===== src/rtl/eth_tx_pkg.sv =====
package eth_tx_pkg;
  typedef enum logic [2:0] {
    PH_IDLE,
    PH_PRE,
    PH_SFD,
    PH_DATA,
    PH_FCS
  } phase_t;

  localparam logic [7:0]  PRE_BYTE      = 8'h55;
  localparam logic [7:0]  SFD_BYTE      = 8'hD5;
  localparam int          PRE_COUNT     = 7;
  localparam int          MIN_BODY      = 60;
  localparam int          FCS_COUNT     = 4;
  localparam logic [31:0] CRC_SEED      = 32'hFFFF_FFFF;
  localparam logic [31:0] CRC_POLY_REFL = 32'hEDB8_8320;

  // One byte through the reflected CRC-32, low bit first.
  function automatic logic [31:0] crc32_step(input logic [31:0] c, input logic [7:0] b);
    logic [31:0] r;
    r = c ^ {24'd0, b};
    for (int i = 0; i < 8; i++) begin
      r = r[0] ? ((r >> 1) ^ CRC_POLY_REFL) : (r >> 1);
    end
    return r;
  endfunction

  // Dibit number idx of a byte, lowest pair first.
  function automatic logic [1:0] pick_dibit(input logic [7:0] b, input logic [1:0] idx);
    logic [7:0] s;
    s = b >> {idx, 1'b0};
    return s[1:0];
  endfunction
endpackage


===== src/rtl/eth_buf_addr.sv =====
module eth_buf_addr #(
  parameter int DEPTH  = 128,
  parameter int ADDR_W = $clog2(DEPTH)
) (
  input  logic              clk,
  input  logic              rst_n,
  input  logic              load,
  input  logic [ADDR_W-1:0] load_val,
  input  logic              adv,
  output logic [ADDR_W-1:0] ptr_o
);
  localparam logic [ADDR_W-1:0] LAST = ADDR_W'(DEPTH - 1);

  logic [ADDR_W-1:0] ptr;

  always_ff @(posedge clk or negedge rst_n) begin
    if (!rst_n)      ptr <= '0;
    else if (load)   ptr <= load_val;
    else if (adv)    ptr <= (ptr == LAST) ? '0 : ptr + 1'b1;
  end

  assign ptr_o = ptr;

  AST_ADDR_WRAP: assert property (@(posedge clk) disable iff (!rst_n)
    (adv && !load && ptr == LAST) |=> (ptr == '0));
endmodule


===== src/rtl/eth_crc32_unit.sv =====
module eth_crc32_unit
  import eth_tx_pkg::*;
(
  input  logic        clk,
  input  logic        rst_n,
  input  logic        clear,
  input  logic        adv,
  input  logic [7:0]  byte_i,
  output logic [31:0] crc_q,
  output logic [31:0] crc_next
);
  logic [31:0] crc;

  assign crc_next = crc32_step(crc, byte_i);

  always_ff @(posedge clk or negedge rst_n) begin
    if (!rst_n)     crc <= CRC_SEED;
    else if (clear) crc <= CRC_SEED;
    else if (adv)   crc <= crc_next;
  end

  assign crc_q = crc;

  AST_CRC_SEED: assert property (@(posedge clk) disable iff (!rst_n)
    clear |=> (crc_q == CRC_SEED));
endmodule


===== src/rtl/eth_dibit_ser.sv =====
module eth_dibit_ser
  import eth_tx_pkg::*;
(
  input  logic       clk,
  input  logic       rst_n,
  input  logic       start,
  input  logic       run,
  input  logic [7:0] load_byte,
  output logic [7:0] byte_o,
  output logic [1:0] idx_o,
  output logic [1:0] dibit_o,
  output logic       last_o,
  output logic       fetch_o
);
  logic [7:0] cur;
  logic [1:0] idx;

  always_ff @(posedge clk or negedge rst_n) begin
    if (!rst_n) begin
      cur <= '0;
      idx <= '0;
    end else if (start) begin
      cur <= load_byte;
      idx <= '0;
    end else if (run) begin
      idx <= idx + 2'd1;
      if (idx == 2'd3) cur <= load_byte;
    end
  end

  assign byte_o  = cur;
  assign idx_o   = idx;
  assign dibit_o = pick_dibit(cur, idx);
  assign last_o  = (idx == 2'd3);
  assign fetch_o = (idx == 2'd2);

  AST_DIBIT_ADVANCE: assert property (@(posedge clk) disable iff (!rst_n)
    (run && !start) |=> (idx_o == $past(idx_o) + 2'd1));
endmodule


===== src/rtl/eth_dibit_tx.sv =====
module eth_dibit_tx
  import eth_tx_pkg::*;
#(
  parameter int DEPTH  = 128,
  parameter int LEN_W  = 11,
  parameter int ADDR_W = $clog2(DEPTH)
) (
  input  logic              clk,
  input  logic              rst_n,
  input  logic              start_i,
  input  logic [ADDR_W-1:0] offset_i,
  input  logic [LEN_W-1:0]  length_i,
  output logic [ADDR_W-1:0] rd_addr_o,
  input  logic [7:0]        rd_data_i,
  output logic              busy_o,
  output logic              line_en_o,
  output logic [1:0]        line_dibit_o
);
  localparam int CW = LEN_W + 1;
  localparam logic [CW-1:0] MIN_BODY_C  = CW'(MIN_BODY);
  localparam logic [CW-1:0] PRE_LAST_C  = CW'(PRE_COUNT - 1);
  localparam logic [CW-1:0] FCS_LAST_C  = CW'(FCS_COUNT - 1);

  phase_t          phase;
  logic [CW-1:0]   cnt;
  logic [CW-1:0]   len_q;

  // Named internal events.
  logic            running;
  logic            start_acc;
  logic            byte_done;
  logic            fetch_slot;
  logic            frame_done;
  logic            crc_adv;
  logic            next_from_mem;

  logic [CW-1:0]   cnt_nx;
  logic [CW-1:0]   body_len;
  logic            pre_last;
  logic            data_last;
  logic            fcs_last;
  logic [7:0]      next_byte;

  logic [7:0]      ser_byte;
  logic [1:0]      ser_idx;
  logic [1:0]      ser_dibit;
  logic            ser_last;
  logic            ser_fetch;
  logic [31:0]     crc_q;
  logic [31:0]     crc_next;
  logic [31:0]     fcs_shift;

  assign running   = (phase != PH_IDLE);
  assign start_acc = start_i && !running;
  assign cnt_nx    = cnt + 1'b1;
  assign body_len  = (len_q < MIN_BODY_C) ? MIN_BODY_C : len_q;
  assign pre_last  = (cnt == PRE_LAST_C);
  assign data_last = (cnt_nx >= body_len);
  assign fcs_last  = (cnt == FCS_LAST_C);

  assign next_from_mem = ((phase == PH_SFD) && (len_q != '0)) ||
                         ((phase == PH_DATA) && !data_last && (cnt_nx < len_q));

  assign byte_done  = running && ser_last;
  assign fetch_slot = running && ser_fetch && next_from_mem;
  assign frame_done = byte_done && (phase == PH_FCS) && fcs_last;
  assign crc_adv    = byte_done && (phase == PH_DATA);
  assign fcs_shift  = crc_q >> {cnt[1:0] + 2'd1, 3'b000};

  always_comb begin
    next_byte = 8'h00;
    unique case (phase)
      PH_IDLE: next_byte = PRE_BYTE;
      PH_PRE:  next_byte = pre_last ? SFD_BYTE : PRE_BYTE;
      PH_SFD:  next_byte = (len_q != '0) ? rd_data_i : 8'h00;
      PH_DATA: begin
        if (data_last)           next_byte = ~crc_next[7:0];
        else if (cnt_nx < len_q) next_byte = rd_data_i;
        else                     next_byte = 8'h00;
      end
      PH_FCS:  next_byte = ~fcs_shift[7:0];
      default: next_byte = 8'h00;
    endcase
  end

  always_ff @(posedge clk or negedge rst_n) begin
    if (!rst_n) begin
      phase <= PH_IDLE;
      cnt   <= '0;
      len_q <= '0;
    end else if (start_acc) begin
      phase <= PH_PRE;
      cnt   <= '0;
      len_q <= CW'(length_i);
    end else if (byte_done) begin
      unique case (phase)
        PH_PRE: begin
          if (pre_last) begin phase <= PH_SFD; cnt <= '0; end
          else cnt <= cnt_nx;
        end
        PH_SFD: begin
          phase <= PH_DATA;
          cnt   <= '0;
        end
        PH_DATA: begin
          if (data_last) begin phase <= PH_FCS; cnt <= '0; end
          else cnt <= cnt_nx;
        end
        PH_FCS: begin
          if (fcs_last) begin phase <= PH_IDLE; cnt <= '0; end
          else cnt <= cnt_nx;
        end
        default: phase <= PH_IDLE;
      endcase
    end
  end

  eth_buf_addr #(.DEPTH(DEPTH), .ADDR_W(ADDR_W)) i_addr (
    .clk      (clk),
    .rst_n    (rst_n),
    .load     (start_acc),
    .load_val (offset_i),
    .adv      (fetch_slot),
    .ptr_o    (rd_addr_o)
  );

  eth_crc32_unit i_crc (
    .clk      (clk),
    .rst_n    (rst_n),
    .clear    (start_acc),
    .adv      (crc_adv),
    .byte_i   (ser_byte),
    .crc_q    (crc_q),
    .crc_next (crc_next)
  );

  eth_dibit_ser i_ser (
    .clk       (clk),
    .rst_n     (rst_n),
    .start     (start_acc),
    .run       (running),
    .load_byte (next_byte),
    .byte_o    (ser_byte),
    .idx_o     (ser_idx),
    .dibit_o   (ser_dibit),
    .last_o    (ser_last),
    .fetch_o   (ser_fetch)
  );

  assign busy_o       = running;
  assign line_en_o    = running;
  assign line_dibit_o = running ? ser_dibit : 2'b00;

  AST_PRE_FIRST: assert property (@(posedge clk) disable iff (!rst_n)
    start_acc |=> (line_en_o && line_dibit_o == 2'b01 && ser_idx == 2'd0));
  AST_FETCH_THEN_LOAD: assert property (@(posedge clk) disable iff (!rst_n)
    fetch_slot |=> byte_done);
  AST_BUSY_HOLDS: assert property (@(posedge clk) disable iff (!rst_n)
    (running && !frame_done) |=> running);
  AST_FRAME_ENDS: assert property (@(posedge clk) disable iff (!rst_n)
    frame_done |=> !busy_o);
  AST_START_IGNORED: assert property (@(posedge clk) disable iff (!rst_n)
    (running && start_i) |=> $stable(len_q));
endmodule


===== config.mk =====
export PLATFORM = sky130hd
export DESIGN_NAME = eth_dibit_tx
export DESIGN_NICKNAME = d
export VERILOG_FILES = /design/src/rtl/eth_tx_pkg.sv /design/src/rtl/eth_buf_addr.sv /design/src/rtl/eth_crc32_unit.sv /design/src/rtl/eth_dibit_ser.sv /design/src/rtl/eth_dibit_tx.sv
export SDC_FILE = /design/constraint.sdc
export NUM_CORES = 1
export LEC_CHECK = 0
export ABC_CLOCK_PERIOD_IN_PS = 3600
export BUFFER_PORTS_ARGS = -buffer_cell sky130_fd_sc_hd__buf_2
export CORE_MARGIN = 2
export CORE_UTILIZATION = 32
export DETAILED_ROUTE_END_ITERATION = 12
export SLEW_MARGIN = 30
export SYNTH_ARGS = -nofsm -noshare
export SYNTH_HDL_FRONTEND = slang
export SYNTH_SLANG_ARGS = --single-unit

===== constraint.sdc =====
create_clock -name clk -period 3.6 [get_ports clk]
set_input_delay 0.36 -clock clk [delete_from_list [all_inputs] [get_ports clk]]
set_output_delay 0.36 -clock clk [all_outputs]
set_load 0.02 [all_outputs]

* Word-level counts from Yosys, hierarchy flattened
Cells that the tools add are included.
Word-level totals: bits in registers 75, output and inout port bits 11, logic and storage cells 99
Cells by class: add/sub/neg operators 4, $lt $le $gt $ge 3, eq/ne operators 12, shifts and indexed selects 2, multiplexer cells 37, bitwise gates (word level) 11, reduce and logical (&&, ||, !) cells 23
Operators with widths (count):
- 2-to-1 mux 32 bit | 10
- NOT 13 -> 14 bit | 8
- 2-to-1 mux 12 bit | 5
- 2-to-1 mux 8 bit | 7
- case mux 12 bit (4 select lines) | 1
- case mux 8 bit (5 select lines) | 1
- right shift 32 x 5 -> 8 bit | 1
- XOR 32 x 8 -> 32 bit | 1
- 2-to-1 mux 7 bit | 3
- NOT 8 bit | 2
- 2-to-1 mux 3 bit | 5
- adder 12 x 1 -> 12 bit, second input constant | 1
- == test 12 x 2 -> 1 bit, second input constant | 1
- == test 12 x 3 -> 1 bit, second input constant | 1
- greater-or-equal comparator 12 x 11 -> 1 bit | 1
- less-than comparator 12 x 11 -> 1 bit | 1
- case mux 3 bit (4 select lines) | 1
- nonzero test 12 bit | 1
- less-than comparator 11 x 6 -> 1 bit, second input constant | 1
- 2-to-1 mux 11 bit | 1
- nonzero test 2 bit | 5
- != test 3 x 2 -> 1 bit, second input constant | 3
- logical AND 1 bit | 8
- right shift 8 x 3 -> 2 bit | 1
- other kinds (15) | 22

* Depth between registers and ports, before layout
Gate-level depths: netlist (run 1).
depth in word-level cells 23, gate-level depth with buffers 14, mapped depth without buffers 13

* Hierarchy
Synthesis (run 1) repeated with hierarchy kept, for this count alone.
Unflattened totals: cell total of the unflattened synthesis 529, area total of the unflattened synthesis 5440.2 sq um
Modules (own cells, without submodules):
- eth_dibit_tx | times used 1, cells an instance 275, area an instance 2383.5 sq um, sequential area each 650.6 sq um
- eth_crc32_unit | times used 1, cells an instance 177, area an instance 2158.3 sq um, sequential area each 840.8 sq um
- eth_dibit_ser | times used 1, cells an instance 28, area an instance 461.7 sq um, sequential area each 250.2 sq um
- eth_buf_addr | times used 1, cells an instance 49, area an instance 436.7 sq um, sequential area each 175.2 sq um

* Least setup slack after synthesis (run 1)
No wires, ideal clock.
path kind flip-flop to flip-flop, start point register cnt[0], end point register i_addr.ptr[4] (netlist: i_addr.ptr_o[4]), library setup time 0.111 ns, arrival 2.996 ns, data required time 3.489 ns, slack 0.492 ns, cell stages (with the launch flop) 14, buffers on the path 3, period minus slack after synthesis 3.108 ns, cell sequence dfrtp_1 buf_2 inv_1 ha_1 clkbuf_1 inv_1 ha_1 a21boi_0 o21ai_0 a21boi_0 nor3_1 clkbuf_1 nand3_1 a222oi_1
On the way: longest elaborated chain between the ends 8, elaborated cells between the ends (all ways) 9
Ends and longest elaborated chain:
- start, declared | RTL line eth_dibit_tx.sv:25 | logic [CW-1:0] cnt;
- start signal, assigned | RTL line eth_dibit_tx.sv:99 | else cnt <= cnt_nx;
- start signal, assigned | RTL line eth_dibit_tx.sv:107 | else cnt <= cnt_nx;
- start signal, assigned | RTL line eth_dibit_tx.sv:111 | else cnt <= cnt_nx;
- adder 12 x 1 -> 12 bit (*) | RTL line eth_dibit_tx.sv:55 | assign cnt_nx = cnt + 1'b1;
- greater-or-equal comparator 12 x 11 -> 1 bit | RTL line eth_dibit_tx.sv:58 | assign data_last = (cnt_nx >= body_len);
- zero test 1 bit | RTL line eth_dibit_tx.sv:62 | ((phase == PH_DATA) && !data_last && (cnt_nx < len_q));
- logical AND 1 bit | RTL line eth_dibit_tx.sv:62
- logical AND 1 bit (*) | RTL line eth_dibit_tx.sv:62
- logical OR 1 bit (*) | RTL line eth_dibit_tx.sv:61 | assign next_from_mem = ((phase == PH_SFD) && (len_q != '0)) ||
- logical AND 1 bit (*) | RTL line eth_dibit_tx.sv:65 | assign fetch_slot = running && ser_fetch && next_from_mem;
- nonzero test 2 bit (no line) (*)
- end signal, assigned | RTL line eth_buf_addr.sv:18 | else if (load) ptr <= load_val;
- end signal, assigned | RTL line eth_buf_addr.sv:19 | else if (adv) ptr <= (ptr == LAST) ? '0 : ptr + 1'b1;
- end, declared | RTL line eth_buf_addr.sv:14 | logic [ADDR_W-1:0] ptr;
Mark *: on every way between the ends. The rest lies on a longest branch, timed or not. A chain may end at the register's enable or synchronous reset.

* Worst setup path after layout (run 1)
start point register cnt[1], end point register i_addr.ptr[2] (netlist: i_addr.ptr_o[2])
The elaborated chain is that of the path after synthesis.

==> flow_summary.yaml, run 1 <==
outcome:
  status: "finished clean"
cts:
  cts_root_buffer: "clkbuf_16"
  post-cts-setup-buffers: 0
  htree_levels: 3
  clock_sinks: 75
  path_clk_slew_ps: 60
  clk_latency_ps: 350
  cts_made_buffers: 9
  cts_tree: "done"
  clock_path_buffers: 2
worst_setup_path:
  crit_path_end_kind: "flop"
  rr_worst_depth: 14
  r2r-start: "cnt[1]$_DFFE_PN0P_"
  r2r_slack_ps: 330
  crit_fanout: 9
  r2r-end: "i_addr.ptr_o[2]$_DFFE_PN0P_"
  path_class: "flop to flop"
  startpoint_type: "flop"
  arrival_ps: 3490
  cp.required_ps: 3820
finish:
  fillers: 1639
  area_growth_pct: 14.1
  nets: 652
  drive_gt1_share_pct: 22.1
  final-seq-area_um2: 1920
  antennaDiodeCount: 0
  multiInputGateArea_um2: 3210
drt:
  ant_nets: 0
  dr.pass1.iters: 7
  via_per_inst: 5.25
  wl_um: 14000
  drc: 0
  num_vias: 4318
  drt_iter0_drc: 223
  wl_per_cell_um: 17.0
hold_path:
  min_path_type: "input pin to async pin"
placed_design:
  dpl.hpwl_um: 9970
  gp_congestion: 0.841
  io_buffers: 39
floorplanning:
  io_pins: 40
  die_w_um: 134
  core_um2: 16500
  rows: 47
  die_h_um: 134
  initial_core_util_pct: 32.5
  dieArea_um2: 17800
synth:
  yosys.cell_types.count: 67
  synth_common_cells: "52 x nand2_1, 50 x xnor2_1, 46 x nor2_1"
  synth_top_area_cell: "dfrtp_1"
  syn-num-nets: 615
  yosysSeqAreaShare_pct: 35.7
  synth_top_area_share_pct: 20.0
  synth-seq-cells: 75
  avgSynthCellArea_um2: 9.60
  synth_edf_count: 0
  synthFlopType: "dfrtp_1"
  yosys_warnings: 0
  syn_area_um2: 5370
  synthArstFlopShare_pct: 100
  synth_cells: 560
  synth_area_leaders: "dfrtp_1 20%, dfstp_2 16%, xnor2_1 8.1%"
  yosysMostFrequentCell: "nand2_1"
global_route:
  grt_pass1_wl_um: 22700
  globalRouteTotalUtil_pct: 16.2
  grt_pass1_vias: 4359
  grt_max_degree: 48
  antenna_found_initial: 0
  grt.overflow.total: 0
job:
  cap_violations: 0
timing:
  rsz0062_at_grt: "no"
  max_slew_margin_pct: 48.4
  worst_pin_slew_ps: 769
  min_period_over_period_pct: 90.9
  maxSlewViolCount: 0
  tns_ps: 0
  skew_ps: 9.45
  hold_viol_final: 0
  fmax_mhz: 306
  finalSetupViolCount: 0
  period_minus_slack_ps: 3270
## final cells by class
type                            instances  share of cell area, %
Multi-Input combinational cell        428                   52.4
Tap cell                              220                   4.49
Clock inverter                          5                   1.39
Timing Repair Buffer                   52                   4.82
Clock buffer                           11                   3.80
Inverter                               31                   1.90
Sequential cell                        75                   31.3
## per-stage QoR
| step | utilization, % | std cells | hold WS (ps) | cell area (um2) | setup slack (ps) |
|---|---|---|---|---|---|
| 6_report | 37.1 | 822 | 21.9 | 6130 | 328 |
| 5_1_grt | 37.1 | 822 | 79.7 | 6130 | 118 |
| 4_1_cts | 37.1 | 822 | 53.6 | 6130 | 249 |
| 3_5_place_dp | 35.2 | 806 | 421 | 5810 | 243 |
| 3_3_place_gp | 35.1 | 806 | 501 | 5810 | 376 |
| 2_1_floorplan | - | 560 | 64.4 | 5370 | 492 |
## critical path, cell delays in order, from the launching register on
cell	delay, ps
dfrtp_1	380
ha_1	220
nand2_1	90
nor2_1	210
nand3_1	120
xor2_1	190
inv_1	100
ha_1	320
nand3_1	150
nor4_1	80
a21boi_0	140
nor3_1	500
buf_4	310
and3_1	210
o221ai_1	130
## kinds of logic after synthesis
logic type	Yosys count	share of synthesized area, %
buffers and inverters	57	4.66
AOI/OAI and AO/OA	150	18.6
and+or+nand+nor	156	13.9
adders and majority gates	26	6.05
DFF	75	35.7
muxes	14	5.22
xor gates and xnor gates	82	15.9
## layout by cell type (no fill, tap or decap), types with 3 or more instances in the layout
| master | instances |
|---|---|
| a21oi_1 | 37 |
| a22oi_1 | 3 |
| a31oi_1 | 18 |
| and2_1 | 4 |
| and3_1 | 8 |
| buf_2 | 38 |
| buf_4 | 14 |
| clkbuf_16 | 9 |
| dfrtp_1 | 43 |
| dfstp_2 | 32 |
| ha_1 | 26 |
| inv_1 | 31 |
| mux2_4 | 3 |
| mux4_2 | 10 |
| nand2_1 | 52 |
| nand2b_1 | 4 |
| nand3_1 | 15 |
| nand4_1 | 3 |
| nor2_1 | 46 |
| nor2b_1 | 3 |
| nor3_1 | 5 |
| nor3b_1 | 3 |
| nor4_1 | 3 |
| o21ai_0 | 37 |
| o221ai_1 | 5 |
| o22a_1 | 10 |
| o22ai_1 | 6 |
| o2bb2ai_1 | 3 |
| o32ai_1 | 4 |
| xnor2_1 | 50 |
| xnor2_2 | 4 |
| xnor2_4 | 3 |
| xor2_1 | 21 |
## registers in the layout (all words and copies together) (netlist names)
| name | flops |
|---|---|
| cnt | 12 |
| phase | 3 |
| i_ser.idx_o | 2 |
| len_q | 11 |
| i_ser.byte_o | 8 |
| i_addr.ptr_o | 7 |
| i_crc.crc_q | 32 |
## worst max-delay path by stage
stage                               from                          end  slack (ps)
floorplan             cnt[0]$_DFFE_PN0P_  i_addr.ptr_o[4]$_DFFE_PN0P_         490
global placement    len_q[7]$_DFFE_PN0P_           cnt[9]$_DFFE_PN0P_         380
detailed placement  len_q[7]$_DFFE_PN0P_           cnt[7]$_DFFE_PN0P_         240
CTS                 len_q[7]$_DFFE_PN0P_           cnt[4]$_DFFE_PN0P_         250
global route          cnt[1]$_DFFE_PN0P_  i_addr.ptr_o[2]$_DFFE_PN0P_         120
finish                cnt[1]$_DFFE_PN0P_  i_addr.ptr_o[2]$_DFFE_PN0P_         330
## layer usage
layer / track usage [%] / vias up / wire length, um
li1: - / 2074 / -
met1: 21.4 / 2091 / 6220
met2: 25.9 / 137 / 6660
met3: 4.22 / 16 / 915
met4: 5.26 / 0 / 208
met5: 0 / - / 0
## timing repair
| item | in CTS | in global routing |
|---|---|---|
| setup endpoints to repair | 0 | 12 |
| gates resized for setup | 0 | 1 |
| hold buffers | 0 | 0 |
Power of run 1 is left out: the tool's default activity adds up to more than one toggle a clock period on the data nets, which glitch-free logic cannot reach.
==> run 2, diff against run 1 <==
- CORE_ASPECT_RATIO: not set -> 1.2
==> flow_summary.yaml, run 2 (synthesis gave the netlist of run 1 again) <==
drt:
  ant_nets: 0
  via_per_inst: 5.39
  num_vias: 4384
  wl_per_cell_um: 17.5
  wl_um: 14200
  dr.pass1.iters: 5
  drc: 0
  drt_iter0_drc: 310
finish:
  antennaDiodeCount: 0
  final_area_um2: 6110
  final_common_cell: "nand2_1"
  fillers: 1660
  nets: 651
  area_growth_pct: 13.7
  finalNonFillerCells: 813
  largest_reg_flops: 32
  drive_gt1_share_pct: 21.8
  layout_common_cells: "52 x nand2_1, 50 x xnor2_1, 46 x nor2_1"
cts:
  path_clk_slew_ps: 60
  cts_root_buffer: "clkbuf_16"
  cts_made_buffers: 9
  clk_latency_ps: 350
  clock_sinks: 75
  htree_levels: 3
  cts_tree: "done"
  clock_path_buffers: 2
worst_setup_path:
  crit_path_top_delay_cell: "nor3_1"
  crit_path_end_kind: "flop"
  critPathMostFrequentCell: "and3_1"
  r2r-end: "i_addr.ptr_o[2]$_DFFE_PN0P_"
  crit_fanout: 9
  r2r_slack_ps: 410
  r2r-start: "cnt[2]$_DFFE_PN0P_"
  path_class: "flop to flop"
  arrival_ps: 3410
  cp.required_ps: 3820
  rr_worst_depth: 13
  startpoint_type: "flop"
  path_cells: "and3_1 -> nand2_1 -> nor2_1 -> xnor2_1 -> inv_1 -> ha_1 -> nand3_1 -> nor4_1 -> a21boi_0 -> nor3_1 -> buf_4 -> and3_1 -> o221ai_1"
  critical-path-max-stage-delay_ps: 480
global_route:
  grt_pass1_vias: 4456
  antenna_found_initial: 0
  globalRouteTotalUtil_pct: 16.6
  grt.overflow.total: 0
  grt_max_degree: 41
  grt_pass1_wl_um: 23100
timing:
  skew_ps: 11.9
  rsz0062_at_grt: "no"
  finalSetupViolCount: 0
  fmax_mhz: 313
  worst_pin_slew_ps: 804
  maxSlewViolCount: 0
  max_slew_margin_pct: 46.1
  hold_viol_final: 0
  min_period_over_period_pct: 88.7
  setup_slack_ps: 406
  tns_ps: 0
  period_minus_slack_ps: 3190
placed_design:
  io_buffers: 39
  dpl.hpwl_um: 10300
  dp.cells: 796
  postPlaceCellArea_um2: 5800
  gp_congestion: 0.886
  dp_slack_ps: 206
floorplanning:
  rows: 51
  dieArea_um2: 17900
  io_pins: 40
  die_h_um: 146
  die_w_um: 122
  core_um2: 16300
  initial_core_util_pct: 32.9
job:
  cap_violations: 0
hold_path:
  holdPathEnd: "len_q[0]$_DFFE_PN0P_"
  hold_depth: 3
  hold_path_startpoint: "length_i[0]"
  min_path_type: "input pin to flop"
outcome:
  status: "finished clean"
[run 2: routing by layer]
metal | routed length [um] | global-route usage (%) | vias up
li1 | - | - | 2066
met1 | 6080 | 20.5 | 2147
met2 | 7050 | 27.7 | 142
met3 | 723 | 3.88 | 29
met4 | 352 | 6.44 | 0
met5 | 0 | 0 | -
[run 2: layout make-up]
class / count / area (um2) / area share, %
multi-input cells: 428 / 3210 / 52.6
flip-flops and latches: 75 / 1920 / 31.4
repair buffers: 51 / 303 / 4.96
well taps: 212 / 265 / 4.34
clock buffers: 12 / 246 / 4.04
inverters: 31 / 116 / 1.90
clock inverters: 4 / 50.0 / 0.819
[run 2: worst max-delay path, delay by kind of cell, from the launching register on]
family          cells  cell delay, ps
simple gates        7            1500
flops               1             430
buf+inv             2             390
fa+ha+maj           1             310
compound gates      2             260
xor+xnor            1             170
[run 2: worst max path at each step]
stage | from | to | slack (ps) | cells after the start
floorplan | cnt[0]$_DFFE_PN0P_ | i_addr.ptr_o[4]$_DFFE_PN0P_ | 490 | 13
global placement | len_q[7]$_DFFE_PN0P_ | cnt[8]$_DFFE_PN0P_ | 360 | 11
detailed placement | len_q[7]$_DFFE_PN0P_ | cnt[6]$_DFFE_PN0P_ | 210 | 11
CTS | len_q[7]$_DFFE_PN0P_ | cnt[6]$_DFFE_PN0P_ | 200 | 11
global route | cnt[2]$_DFFE_PN0P_ | i_addr.ptr_o[4]$_DFFE_PN0P_ | 110 | 12
finish | cnt[2]$_DFFE_PN0P_ | i_addr.ptr_o[2]$_DFFE_PN0P_ | 410 | 13
[run 2: what timing repair did]
item                                    4_1_cts  5_1_grt
hold buffers                                  1        0
resized for setup                             0        1
buffers inserted                              0        0
endpoints found under the setup margin        0       12
hold endpoints to repair                      3        0
[run 2: through the flow]
step	util [%]	hold slack, ps
finish	37.4	206
detailed placement	35.5	372
global placement	35.4	506
CTS	37.4	204
floorplan	-	64.4
global route	37.4	216
Power of run 2 is left out for the same reason.
